==> src/rtl/seg_addr_pkg.sv <==
package seg_addr_pkg;
  localparam int NUM_SEG = 4;
  localparam int SEL_W   = 2;

  typedef enum logic [SEL_W-1:0] {
    SEG_CODE  = 2'b00,
    SEG_STACK = 2'b01,
    SEG_DATA  = 2'b10,
    SEG_EXTRA = 2'b11
  } seg_id_e;

  typedef enum logic [1:0] {
    ACC_FETCH = 2'b00,
    ACC_STACK = 2'b01,
    ACC_DATA  = 2'b10,
    ACC_DATA2 = 2'b11
  } acc_kind_e;

  // Segment used when the requester does not override
  function automatic seg_id_e default_seg(input acc_kind_e kind);
    case (kind)
      ACC_FETCH: return SEG_CODE;
      ACC_STACK: return SEG_STACK;
      default:   return SEG_DATA;
    endcase
  endfunction
endpackage

==> src/rtl/seg_rst_sync.sv <==
module seg_rst_sync (
  input  logic clk,
  input  logic rst_n,
  output logic rst_sync_n
);
  logic [1:0] stage_q;

  always_ff @(posedge clk or negedge rst_n) begin
    if (!rst_n) stage_q <= 2'b00;
    else        stage_q <= {stage_q[0], 1'b1};
  end

  assign rst_sync_n = stage_q[1];
endmodule

==> src/rtl/seg_regfile.sv <==
module seg_regfile #(
  parameter int SEG_W   = 16,
  parameter int NUM_SEG = 4,
  parameter int SEL_W   = 2
) (
  input  logic             clk,
  input  logic             rst_n,
  input  logic             wr_en,
  input  logic [SEL_W-1:0] wr_sel,
  input  logic [SEG_W-1:0] wr_data,
  input  logic [SEL_W-1:0] sw_sel,
  output logic [SEG_W-1:0] sw_data,
  input  logic [SEL_W-1:0] lk_sel,
  output logic [SEG_W-1:0] lk_data
);
  logic [SEG_W-1:0] seg_q [NUM_SEG];

  for (genvar g = 0; g < NUM_SEG; g++) begin : g_seg
    logic             load;
    logic [SEG_W-1:0] d, q;

    always_comb begin
      load = wr_en && (wr_sel == SEL_W'(g));
      d    = load ? wr_data : q;
    end

    always_ff @(posedge clk or negedge rst_n) begin
      if (!rst_n) q <= '0;
      else        q <= d;
    end

    assign seg_q[g] = q;
  end

  assign sw_data = seg_q[sw_sel];
  assign lk_data = seg_q[lk_sel];
endmodule

==> src/rtl/seg_pick.sv <==
module seg_pick
  import seg_addr_pkg::*;
(
  input  logic [1:0]       kind,
  input  logic             ovr_valid,
  input  logic [SEL_W-1:0] ovr_seg,
  output logic [SEL_W-1:0] seg_sel
);
  always_comb begin
    if (ovr_valid) seg_sel = ovr_seg;
    else           seg_sel = default_seg(acc_kind_e'(kind));
  end
endmodule

==> src/rtl/seg_addr_stage.sv <==
module seg_addr_stage #(
  parameter int SEG_W  = 16,
  parameter int OFF_W  = 16,
  parameter int SHIFT  = 4,
  parameter int ADDR_W = SEG_W + SHIFT
) (
  input  logic              clk,
  input  logic              rst_n,
  input  logic              req_valid,
  input  logic [SEG_W-1:0]  seg_val,
  input  logic [OFF_W-1:0]  off_val,
  output logic              addr_valid,
  output logic [ADDR_W-1:0] addr_out
);
  logic [ADDR_W-1:0] base, sum, addr_d;
  logic              valid_d;

  always_comb begin
    base    = ADDR_W'({seg_val, {SHIFT{1'b0}}});
    sum     = base + ADDR_W'(off_val);
    addr_d  = req_valid ? sum : addr_out;
    valid_d = req_valid;
  end

  always_ff @(posedge clk or negedge rst_n) begin
    if (!rst_n) begin
      addr_out   <= '0;
      addr_valid <= 1'b0;
    end else begin
      addr_out   <= addr_d;
      addr_valid <= valid_d;
    end
  end
endmodule

==> src/rtl/seg_addr_gen.sv <==
module seg_addr_gen
  import seg_addr_pkg::*;
#(
  parameter int SEG_W  = 16,
  parameter int OFF_W  = 16,
  parameter int SHIFT  = 4,
  parameter int ADDR_W = SEG_W + SHIFT
) (
  input  logic              clk,
  input  logic              rst_n,
  input  logic              reg_we,
  input  logic [SEL_W-1:0]  reg_sel,
  input  logic [SEG_W-1:0]  reg_wdata,
  output logic [SEG_W-1:0]  reg_rdata,
  input  logic              req_valid,
  input  logic [1:0]        req_kind,
  input  logic [OFF_W-1:0]  req_offset,
  input  logic              ovr_valid,
  input  logic [SEL_W-1:0]  ovr_seg,
  output logic              addr_valid,
  output logic [ADDR_W-1:0] addr_out
);
  logic             rst_core_n;
  logic [SEL_W-1:0] pick_sel;
  logic [SEG_W-1:0] pick_val;

  seg_rst_sync u_rst (
    .clk        (clk),
    .rst_n      (rst_n),
    .rst_sync_n (rst_core_n)
  );

  seg_regfile #(.SEG_W(SEG_W), .NUM_SEG(NUM_SEG), .SEL_W(SEL_W)) u_regs (
    .clk     (clk),
    .rst_n   (rst_core_n),
    .wr_en   (reg_we),
    .wr_sel  (reg_sel),
    .wr_data (reg_wdata),
    .sw_sel  (reg_sel),
    .sw_data (reg_rdata),
    .lk_sel  (pick_sel),
    .lk_data (pick_val)
  );

  seg_pick u_pick (
    .kind      (req_kind),
    .ovr_valid (ovr_valid),
    .ovr_seg   (ovr_seg),
    .seg_sel   (pick_sel)
  );

  seg_addr_stage #(.SEG_W(SEG_W), .OFF_W(OFF_W), .SHIFT(SHIFT), .ADDR_W(ADDR_W)) u_stage (
    .clk        (clk),
    .rst_n      (rst_core_n),
    .req_valid  (req_valid),
    .seg_val    (pick_val),
    .off_val    (req_offset),
    .addr_valid (addr_valid),
    .addr_out   (addr_out)
  );
endmodule

==> config.mk <==
export PLATFORM = sky130hd
export DESIGN_NAME = seg_addr_gen
export DESIGN_NICKNAME = d
export VERILOG_FILES = /design/src/rtl/seg_addr_pkg.sv /design/src/rtl/seg_rst_sync.sv /design/src/rtl/seg_regfile.sv /design/src/rtl/seg_pick.sv /design/src/rtl/seg_addr_stage.sv /design/src/rtl/seg_addr_gen.sv
export SDC_FILE = /design/constraint.sdc
export NUM_CORES = 1
export LEC_CHECK = 0
export BUFFER_PORTS_ARGS = -buffer_cell sky130_fd_sc_hd__buf_2
export CAP_MARGIN = 20
export CORE_ASPECT_RATIO = 0.6
export CORE_UTILIZATION = 57
export DETAILED_ROUTE_END_ITERATION = 10
export MAX_ROUTING_LAYER = met4
export PLACE_DENSITY = 0.81
export SLEW_MARGIN = 20
export SYNTH_ARGS = -nofsm -noshare
export SYNTH_HDL_FRONTEND = slang
export SYNTH_SLANG_ARGS = --single-unit
==> constraint.sdc <==
create_clock -name clk -period 2.9 [get_ports clk]
set_input_delay 0.58 -clock clk [delete_from_list [all_inputs] [get_ports clk]]
set_output_delay 0.58 -clock clk [all_outputs]
set_load 0.01 [all_outputs]
======== Word level (Yosys, flattened, before mapping) ========
Index checks and enable logic that the tools add are counted.
storage, ports and cells
  logic and storage cells ................. 30
  input bits .............................. 43
  register bits after elaboration ......... 87
  output and inout bits ................... 37
operators by class
  $lt $le $gt $ge ......................... 2
  reductions and logical operators ........ 6
  multiplexer cells ....................... 8
  eq/ne operators ......................... 4
  bitwise logic cells ..................... 2
  $add $sub $neg .......................... 1
operator list
  cell                                                                   count
  16-bit binary-select mux with 2-bit select                             2
  16-bit 2-to-1 mux                                                      4
  20-bit by 16-bit adder with 20-bit output                              1
  3-bit >= comparator, second input constant                             2
  2-bit NOT with 3-bit output                                            2
  2-bit by 1-bit equality test with 1-bit output, second input constant  2
  2-bit equality test, second input constant                             2
  1-bit logical AND                                                      4
  2-bit zero test                                                        2
  2-bit case mux with 2 select lines                                     1
  2-bit 2-to-1 mux                                                       1

======== Longest topological paths before layout ========
Gate-level depths: netlist of the first run.
  depth in word-level cells ............... 8
  gate-level depth with buffers ........... 14
  mapped depth without buffers ............ 13

======== By module ========
From an unflattened synthesis of the first run, not the netlist that was laid out.
second synthesis, totals
  cell total of the unflattened synthesis .. 319
  area, all modules ....................... 4,658.2 µm²
by module, submodules not included
  module          area each (µm²)  instances  cells an instance  sequential area each (µm²)
  seg_regfile     3,174.3          1          176                1,601.5
  seg_addr_stage  1,400.1          1          136                525.5
  seg_rst_sync    53.8             1          3                  50.0
  seg_pick        30.0             1          4                  0.0

======== Worst setup path after synthesis of the first run ========
No wires, ideal clock.
  kind .................................... input port to flip-flop
  from .................................... input port ovr_valid
  to ...................................... register u_stage.addr_out[16]
  slack ................................... -0.414 ns
  data required time ...................... 2.774 ns
  arrival time ............................ 3.188 ns
  cell stages on the path ................. 13
  setup time .............................. 0.126 ns
  path buffers ............................ 2
  cells stage by stage .................... nor2_2 -> a22o_1 -> clkbuf_1 -> clkbuf_1 -> nand2_1 -> a31oi_1 -> ha_1 -> and2_4 -> a221oi_2 -> a21oi_1 -> o211a_1 -> or2_1 -> a221o_1
on the way
  cells in the longest elaborated chain, start to end .. 6
RTL lines
  element                                                RTL line              RTL
  from (decl)                                            seg_addr_gen.sv:18    input logic ovr_valid,
  2-bit 2-to-1 mux                                       seg_pick.sv:10        if (ovr_valid) seg_sel = ovr_seg;
  2-bit NOT with 3-bit output (not written as such)      seg_regfile.sv:36     assign lk_data = seg_q[lk_sel];
  16-bit binary-select mux with 2-bit select             seg_regfile.sv:36
  16-bit 2-to-1 mux (not written as such) (2 in series)  seg_regfile.sv:36
  20-bit by 16-bit adder with 20-bit output              seg_addr_stage.sv:20  sum = base + ADDR_W'(off_val);
  to (signal assigned)                                   seg_addr_stage.sv:30  addr_out <= addr_d;
  to (decl)                                              seg_addr_stage.sv:13  output logic [ADDR_W-1:0] addr_out
No other way between the ends. The select of a mux whose other input is x is not followed.
A chain may end at the register's enable or synchronous reset.

======== Worst setup path in the final report of the first run ========
Same ends and word-level chain as after synthesis.

==> flow_summary.yaml, run 1 <==
floorplan:
  row_count: 25
  die_h_um: 72.5
  dieArea_um2: 8660
  initial_utilization: 0.594
  die_x_um: 119
  boundaryPins: 80
  core-area_um2: 7950
place:
  buffer_ports.inserted: 79
  finalWeightedCongestion: 0.842
  dp_hpwl_mm: 8.22
  place_area_um2: 5530
drt:
  drc_errors: 0
  wl_mm: 11.9
  antenna_left: 0
  routed-via-count: 3559
  routedWlPerCell_um: 19.9
  detail_route.first_pass.iterations: 5
  number_of_design_rule_violations_left_by_the_first_detailed_router_iteration: 226
  vias_per_cell: 5.95
yosys:
  yosys_warnings: 0
  number_of_nets_produced_by_synthesis: 426
  synth.ff_latch_count: 87
  post_synth_instance_area_um2: 4720
  yosysUniqueCellTypes: 48
  synthesis.instances: 369
  largest_family_of_logic_cells_by_synthesized_area: "multiplexers"
  synth-compound-area-share: 0.0971
  synth_simple_gate_area_share: 0.0719
  post_synthesis_average_cell_area_um2: 12.8
  post_synth_xor_area_fraction: 0.0186
  post_synth_fa_ha_maj_area_fraction: 0.0387
  ys_seq_area_frac: 0.462
  synth.mux.area_fraction: 0.291
timing:
  finClkSkew_ns: 0.00597
  post-route-period-util: 1.00
  worst_max_slew_margin_expressed_relative_to_the_limit: 0.581
  final_max_slew_viol_count: 0
  time_the_worst_path_needs_with_i_o_delays_and_setup_ns: 2.91
  grt_setup_unrepaired: "true"
  fmax_mhz: 344
  setup_viol: 1
  layout_setup_ws_ns: -0.00961
  timing_hold_violations_final: 0
  max_slew.worst_pin.slew_ns: 0.628
  final_hold_slack_ns: 0.00977
worst_setup_path:
  critPathRequiredTime_ns: 3.13
  critPathCaptureType: "register"
  library_cell_contributing_the_largest_single_delay_on_the_critical_path: "sky130_fd_sc_hd__fa_2"
  critical_path.cell_chain: "buf_6, nor2_4, a22o_4, and2_4, a211oi_2, a31oi_1, ha_2, fa_2, a21o_1, nand3_2, a21oi_2, o211a_1, or2_1, a221o_1"
  critPathLaunchType: "input port"
  cp_data_arrival_time_ns: 3.14
  critical_path.max_fanout: 13
  path_class: "in2reg"
  timing.critical_path.slowest_cell_delay_ns: 0.40
grt:
  grt_pass1_vias: 3685
  grt_first_pass_wirelength_mm: 19.1
  grt_max_degree: 86
  antenna_found_initial: 0
  grt.total_usage: 0.307
  global_route_total_overflow: 0
cts:
  clk_latency_ns: 0.34
  clock_tree_from_tritoncts: "built"
  postCtsHoldBufs: 0
  cts-buffers-inserted: 9
  cts_num_sinks: 87
  clockRootBuffer: "sky130_fd_sc_hd__clkbuf_16"
  cts-htree-levels: 3
  clkTransAtPathRegs_ns: 0.06
  max-clock-path-buffers: 2
cells_and_area:
  final_net_count: 542
  mostFrequentLayoutCells: "86 x sky130_fd_sc_hd__dfrtp_1, 78 x sky130_fd_sc_hd__buf_2, 77 x sky130_fd_sc_hd__mux2_2"
  mostFrequentLayoutCell: "sky130_fd_sc_hd__dfrtp_1"
  nFillCells: 518
  synthToLayoutAreaGrowth_pct: 26.9
  final_cell_area_um2: 5990
  utilization: 0.754
  post_route_cells_drive_above_1_share: 0.555
  num_antenna_cells: 0
job:
  drv_cap: 0
power_and_ir_drop:
  report.power.total_w: 0.00429
  leakage_nw: 2.68
  peakVddDrop_uv: 400
  pwr_density_cell_nw_per_um2: 716
run_status:
  failed_checks: "setup timing"
  run_status: "complete, but fails checks"
min_path:
  holdCritPathClass: "in2async"
==> power breakdown <==
part | leakage (nW) | total (W) | internal, W | switching [W]
logic | 1.52 | 0.00145 | 0.000771 | 0.000680
clock network | 0.136 | 0.00114 | 0.000668 | 0.000474
registers | 1.02 | 0.00169 | 0.00149 | 0.000208
total | 2.68 | 0.00429 | 0.00292 | 0.00136
==> sequential cells by signal, indices dropped and copies added (netlist names) <==
register	flops
u_regs.g_seg.q	64
u_stage.addr_out	20
u_rst.stage_q	2
u_stage.addr_valid	1
==> final timing paths <==
kind | startpoint | end | slack (ns) | depth (start not counted)
hold reg to reg | u_rst.stage_q[1] | u_regs.g_seg[0].q[0] | 0.31 | 0
min in group clk | u_rst.stage_q[0] | u_rst.stage_q[1] | 0.35 | 0
max in group asynchronous | u_rst.stage_q[1] | u_regs.g_seg[2].q[1] | 1.98 | 1
hold / removal | rst_n | u_rst.stage_q[0] | 0.01 | 1
setup / recovery | ovr_valid | u_stage.addr_out[16] | -0.01 | 14
setup reg to reg | u_regs.g_seg[3].q[0] | u_stage.addr_out[16] | 0.29 | 11
==> synthesized netlist by cell type (all sizes together) <==
master,instances,share of area
dfrtp,87,0.46
mux2,78,0.19
nand2,32,0.025
mux4,16,0.076
a211oi,14,0.023
a31oi,14,0.019
and2,14,0.020
ha,13,0.034
mux2i,11,0.028
nor2,10,0.0085
a21oi,9,0.0095
buf,9,0.012
clkbuf,9,0.0072
o21ai,9,0.010
xnor2,6,0.011
a21o,5,0.0080
xor2,4,0.0074
nand3b,3,0.0048
a31o,2,0.0037
inv,2,0.0016
nand3,2,0.0021
nand4,2,0.0027
nor3,2,0.0021
nor3b,2,0.0053
o211ai,2,0.0032
a2111oi,1,0.0032
a221o,1,0.0021
a221oi,1,0.0032
a22o,1,0.0019
a22oi,1,0.0027
a2bb2oi,1,0.0019
conb,1,0.00079
fa,1,0.0042
o211a,1,0.0021
o21bai,1,0.0016
o2bb2ai,1,0.0019
or2,1,0.0013
==> metal layers <==
metal / global-route usage / share of wire / up-vias
met5: - / 0 / -
met4: 0.0847 / 0.018 / 0
met3: 0.0841 / 0.051 / 24
met2: 0.502 / 0.50 / 119
met1: 0.381 / 0.43 / 1795
li1: - / - / 1621
==> critical path, delay by kind of cell <==
kind | cells | cell delay [ns]
AOI/OAI and AO/OA | 7 | 1.27
adders and majority gates | 2 | 0.62
buffers and inverters | 1 | 0.11
and+or+nand+nor | 4 | 0.54
==> metrics by stage <==
step / setup WS, ns / cells / TNS (ns)
finish: -0.00961 / 598 / -0.00961
global route: -0.0969 / 598 / -0.289
CTS: 0.00385 / 596 / 0
detailed placement: -0.582 / 579 / -4.46
global placement: -0.412 / 579 / -3.20
floorplan: -0.203 / 369 / -0.229
==> layout make-up <==
type	count	area, um^2	area share
Clock inverter	5	58.8	0.00982
Tap cell	108	135	0.0226
Multi-Input combinational cell	262	2590	0.433
Inverter	2	7.51	0.00125
Timing Repair Buffer	123	777	0.130
Clock buffer	11	233	0.0389
Sequential cell	87	2180	0.364
==> logic make-up (layout without fill, tap and decap cells) <==
family / after synthesis / in the layout
flip-flops: 87 / 87
multiplexers: 105 / 105
AO/OA/AOI/OAI: 64 / 64
adder cells (fa/ha/maj): 14 / 14
XOR/XNOR: 10 / 10
other: 1 / 1
buffers and inverters: 20 / 141
AND/OR/NAND/NOR: 68 / 68
==> timing repair <==
item,in CTS,in global routing
buffers inserted,1,1
pin swaps,6,4
setup endpoints to repair,8,9
gates resized for setup,14,12
Power figures use the tool's default switching activity.
==> inputs of run 2 (changes only) <==
--- a/config.mk
+++ b/config.mk
@@ -5,13 +5,13 @@
 export SDC_FILE = /design/constraint.sdc
 export NUM_CORES = 1
 export LEC_CHECK = 0
+export ABC_AREA = 1
 export BUFFER_PORTS_ARGS = -buffer_cell sky130_fd_sc_hd__buf_2
 export CAP_MARGIN = 20
-export CORE_ASPECT_RATIO = 0.6
-export CORE_UTILIZATION = 57
+export CORE_UTILIZATION = 56
 export DETAILED_ROUTE_END_ITERATION = 10
 export MAX_ROUTING_LAYER = met4
-export PLACE_DENSITY = 0.81
+export PLACE_DENSITY = 0.8
 export SLEW_MARGIN = 20
 export SYNTH_ARGS = -nofsm -noshare
 export SYNTH_HDL_FRONTEND = slang
==> flow_summary.yaml, run 2 <==
cts:
  cts-htree-levels: 3
  cts_num_sinks: 87
  cts-buffers-inserted: 9
  clock_tree_from_tritoncts: "built"
  post-cts-setup-buffers: 0
  max-clock-path-buffers: 2
  clockRootBuffer: "sky130_fd_sc_hd__clkbuf_8"
  clkTransAtPathRegs_ns: 0.09
  cts_repair_resize_count: 0
  clk_latency_ns: 0.36
timing:
  worst_max_slew_margin_expressed_relative_to_the_limit: 0.602
  grt_setup_unrepaired: "false"
  time_the_worst_path_needs_with_i_o_delays_and_setup_ns: 2.72
  post-route-period-util: 0.939
  setup_viol: 0
  final_max_slew_viol_count: 0
  final_hold_slack_ns: 0.301
  finClkSkew_ns: 0.00830
  timing_hold_violations_final: 0
  tns_ns: 0
  fmax_mhz: 367
  max_slew.worst_pin.slew_ns: 0.596
yosys:
  post_synth_xor_area_fraction: 0.0132
  most_used_standard_cell_by_instance_count_after_synthesis: "sky130_fd_sc_hd__nand2_1"
  post_synth_fa_ha_maj_area_fraction: 0.0394
  async_reset_ff_frac: 1.00
  synth.mux.area_fraction: 0
  synth-compound-area-share: 0.196
  synth.ff_latch_count: 87
  number_of_nets_produced_by_synthesis: 641
  synth-edff-count: 0
  yosysUniqueCellTypes: 32
  ys_dominant_reg_cell: "sky130_fd_sc_hd__dfrtp_1"
  ys_seq_area_frac: 0.469
  synth_top_cell_area_share: 0.469
  yosys_warnings: 0
  post_synth_instance_area_um2: 4640
  synth.top_cells.by_area: "sky130_fd_sc_hd__dfrtp_1 47%, sky130_fd_sc_hd__nand2_1 13%, sky130_fd_sc_hd__o21ai_0 11%, sky130_fd_sc_hd__a22oi_1 4.5%, sky130_fd_sc_hd__ha_1 3.5%"
  post_synthesis_average_cell_area_um2: 7.95
  largest_family_of_logic_cells_by_synthesized_area: "simple AND/OR/NAND/NOR gates"
  netlist.top_cell.by_area: "sky130_fd_sc_hd__dfrtp_1"
  yosys-top-cells-count: "155 x sky130_fd_sc_hd__nand2_1, 102 x sky130_fd_sc_hd__o21ai_0, 87 x sky130_fd_sc_hd__dfrtp_1"
  synthesis.instances: 584
  synth_simple_gate_area_share: 0.224
power_and_ir_drop:
  peakVddDrop_uv: 420
  pwr_density_cell_nw_per_um2: 652
  leakage_nw: 2.84
cells_and_area:
  final_net_count: 735
  mostFrequentLayoutCell: "sky130_fd_sc_hd__nand2_1"
  num_antenna_cells: 0
  registers_with_the_highest_flip_flop_counts: "u_regs.g_seg.q x64, u_stage.addr_out x20, u_rst.stage_q x2"
  largest_reg_flops: 64
  synthToLayoutAreaGrowth_pct: 20.0
  final_cell_area_um2: 5570
  instances_no_fill: 785
  ff_latch_area_um2: 2180
  nFillCells: 657
  post_route_cells_drive_above_1_share: 0.208
  mostFrequentLayoutCells: "155 x sky130_fd_sc_hd__nand2_1, 102 x sky130_fd_sc_hd__o21ai_0, 86 x sky130_fd_sc_hd__dfrtp_1"
  largest-register: "u_regs.g_seg.q"
  multi_input_area_um2: 2200
drt:
  detail_route.first_pass.iterations: 6
  drc_errors: 0
  wl_mm: 12.4
  antenna_left: 0
  routedWlPerCell_um: 15.8
  routed-via-count: 4496
  vias_per_cell: 5.73
  number_of_design_rule_violations_left_by_the_first_detailed_router_iteration: 443
grt:
  grt_max_degree: 86
  grt_pass1_vias: 4235
  antenna_found_initial: 0
  global_route_total_overflow: 0
  grt_first_pass_wirelength_mm: 19.9
  grt.total_usage: 0.308
floorplan:
  boundaryPins: 80
  die_x_um: 93.0
  die_h_um: 93.0
  dieArea_um2: 8650
  core-area_um2: 7890
  initial_utilization: 0.588
  row_count: 32
worst_setup_path:
  critPathCaptureType: "register"
  rrSetupSlack_ns: 0.70
  cp_data_arrival_time_ns: 3.00
  path_delay_family: "compound AO/OA/AOI/OAI gates"
  critical_path.max_fanout: 25
  critical_path.cell_chain: "buf_2, nor2_2, nand2_4, nand2_4, inv_2, o21ai_0, o22ai_1, ha_1, a21oi_1, o21ai_0, nand2_1, nand3_1, or2_1, a31oi_1"
  library_cell_contributing_the_largest_single_delay_on_the_critical_path: "sky130_fd_sc_hd__inv_2"
  critPathBufInv: 2
  path_class: "in2reg"
  critPathLaunchType: "input port"
  timing.critical_path.slowest_cell_delay_ns: 0.33
  critPathRequiredTime_ns: 3.18
place:
  dp_hpwl_mm: 8.60
  finalWeightedCongestion: 0.929
  dp.cells: 767
  place_area_um2: 5300
  buffer_ports.inserted: 79
job:
  drv_cap: 0
run_status:
  run_status: "finished clean"
min_path:
  holdCritPathClass: "reg2async"
==> run 2: cell count changes after synthesis, sizes merged, moves of 12 or more <==
| cell | before | now |
|---|---|---|
| o22ai | 0 | 12 |
| mux2 | 78 | 0 |
| and2 | 14 | 0 |
| inv | 2 | 40 |
| mux4 | 16 | 0 |
| o21ai | 9 | 103 |
| nand3 | 2 | 33 |
| a211oi | 14 | 0 |
| a22oi | 1 | 28 |
| clkbuf | 9 | 23 |
| nor2 | 10 | 45 |
| nand2 | 32 | 162 |
==> run 2: what timing repair did <==
item | CTS | global route
hold endpoints to repair | 2 | 0
hold buffers | 1 | 0
setup endpoints to repair | 0 | 0
==> run 2: power breakdown <==
group          internal [W]  switching, W  total, W
sequential          0.00143      0.000172   0.00160
combinational      0.000448      0.000608   0.00106
clock              0.000536      0.000439  0.000975
total               0.00241       0.00122   0.00363
==> run 2: path summary, 6_finish.rpt <==
kind | endpoint | from | cells after the start
hold / removal | u_regs.g_seg[0].q[14] | u_rst.stage_q[1] | 0
min in group clk | u_rst.stage_q[1] | u_rst.stage_q[0] | 0
hold reg to reg | u_regs.g_seg[0].q[14] | u_rst.stage_q[1] | 0
max in group asynchronous | u_stage.addr_out[7] | u_rst.stage_q[1] | 1
setup reg to reg | u_stage.addr_out[16] | u_regs.g_seg[1].q[0] | 10
setup / recovery | u_stage.addr_out[16] | ovr_valid | 14
==> run 2: per-layer routing <==
metal | global-route usage | vias up | wire (um) | share of wire
met4 | 0.132 | 0 | 261 | 0.021
met3 | 0.0431 | 27 | 911 | 0.073
li1 | - | 2160 | - | -
met1 | 0.397 | 2096 | 5310 | 0.43
met2 | 0.491 | 213 | 5920 | 0.48
met5 | - | - | 0 | 0
==> run 2: layout make-up <==
cell class,count,share of cell area
repair buffers,110,0.121
inverters,40,0.0274
clock buffers,12,0.0279
flip-flops and latches,87,0.392
multi-input cells,430,0.395
well taps,102,0.0229
clock inverters,4,0.0137
==> run 2: through the flow <==
step	util	power, W	setup slack [ns]
2_1_floorplan	-	0.00223	0.0959
3_5_place_dp	0.672	0.00266	-0.121
5_1_grt	0.706	0.00384	0.0220
3_3_place_gp	0.672	0.00261	-0.0471
6_report	0.706	0.00363	0.176
4_1_cts	0.702	0.00362	0.210
==> run 2: cell families after synthesis <==
family | Yosys count
compound gates | 161
xor+xnor | 7
fa+ha+maj | 14
buf+inv | 67
flops | 87
other cells | 1
simple gates | 247
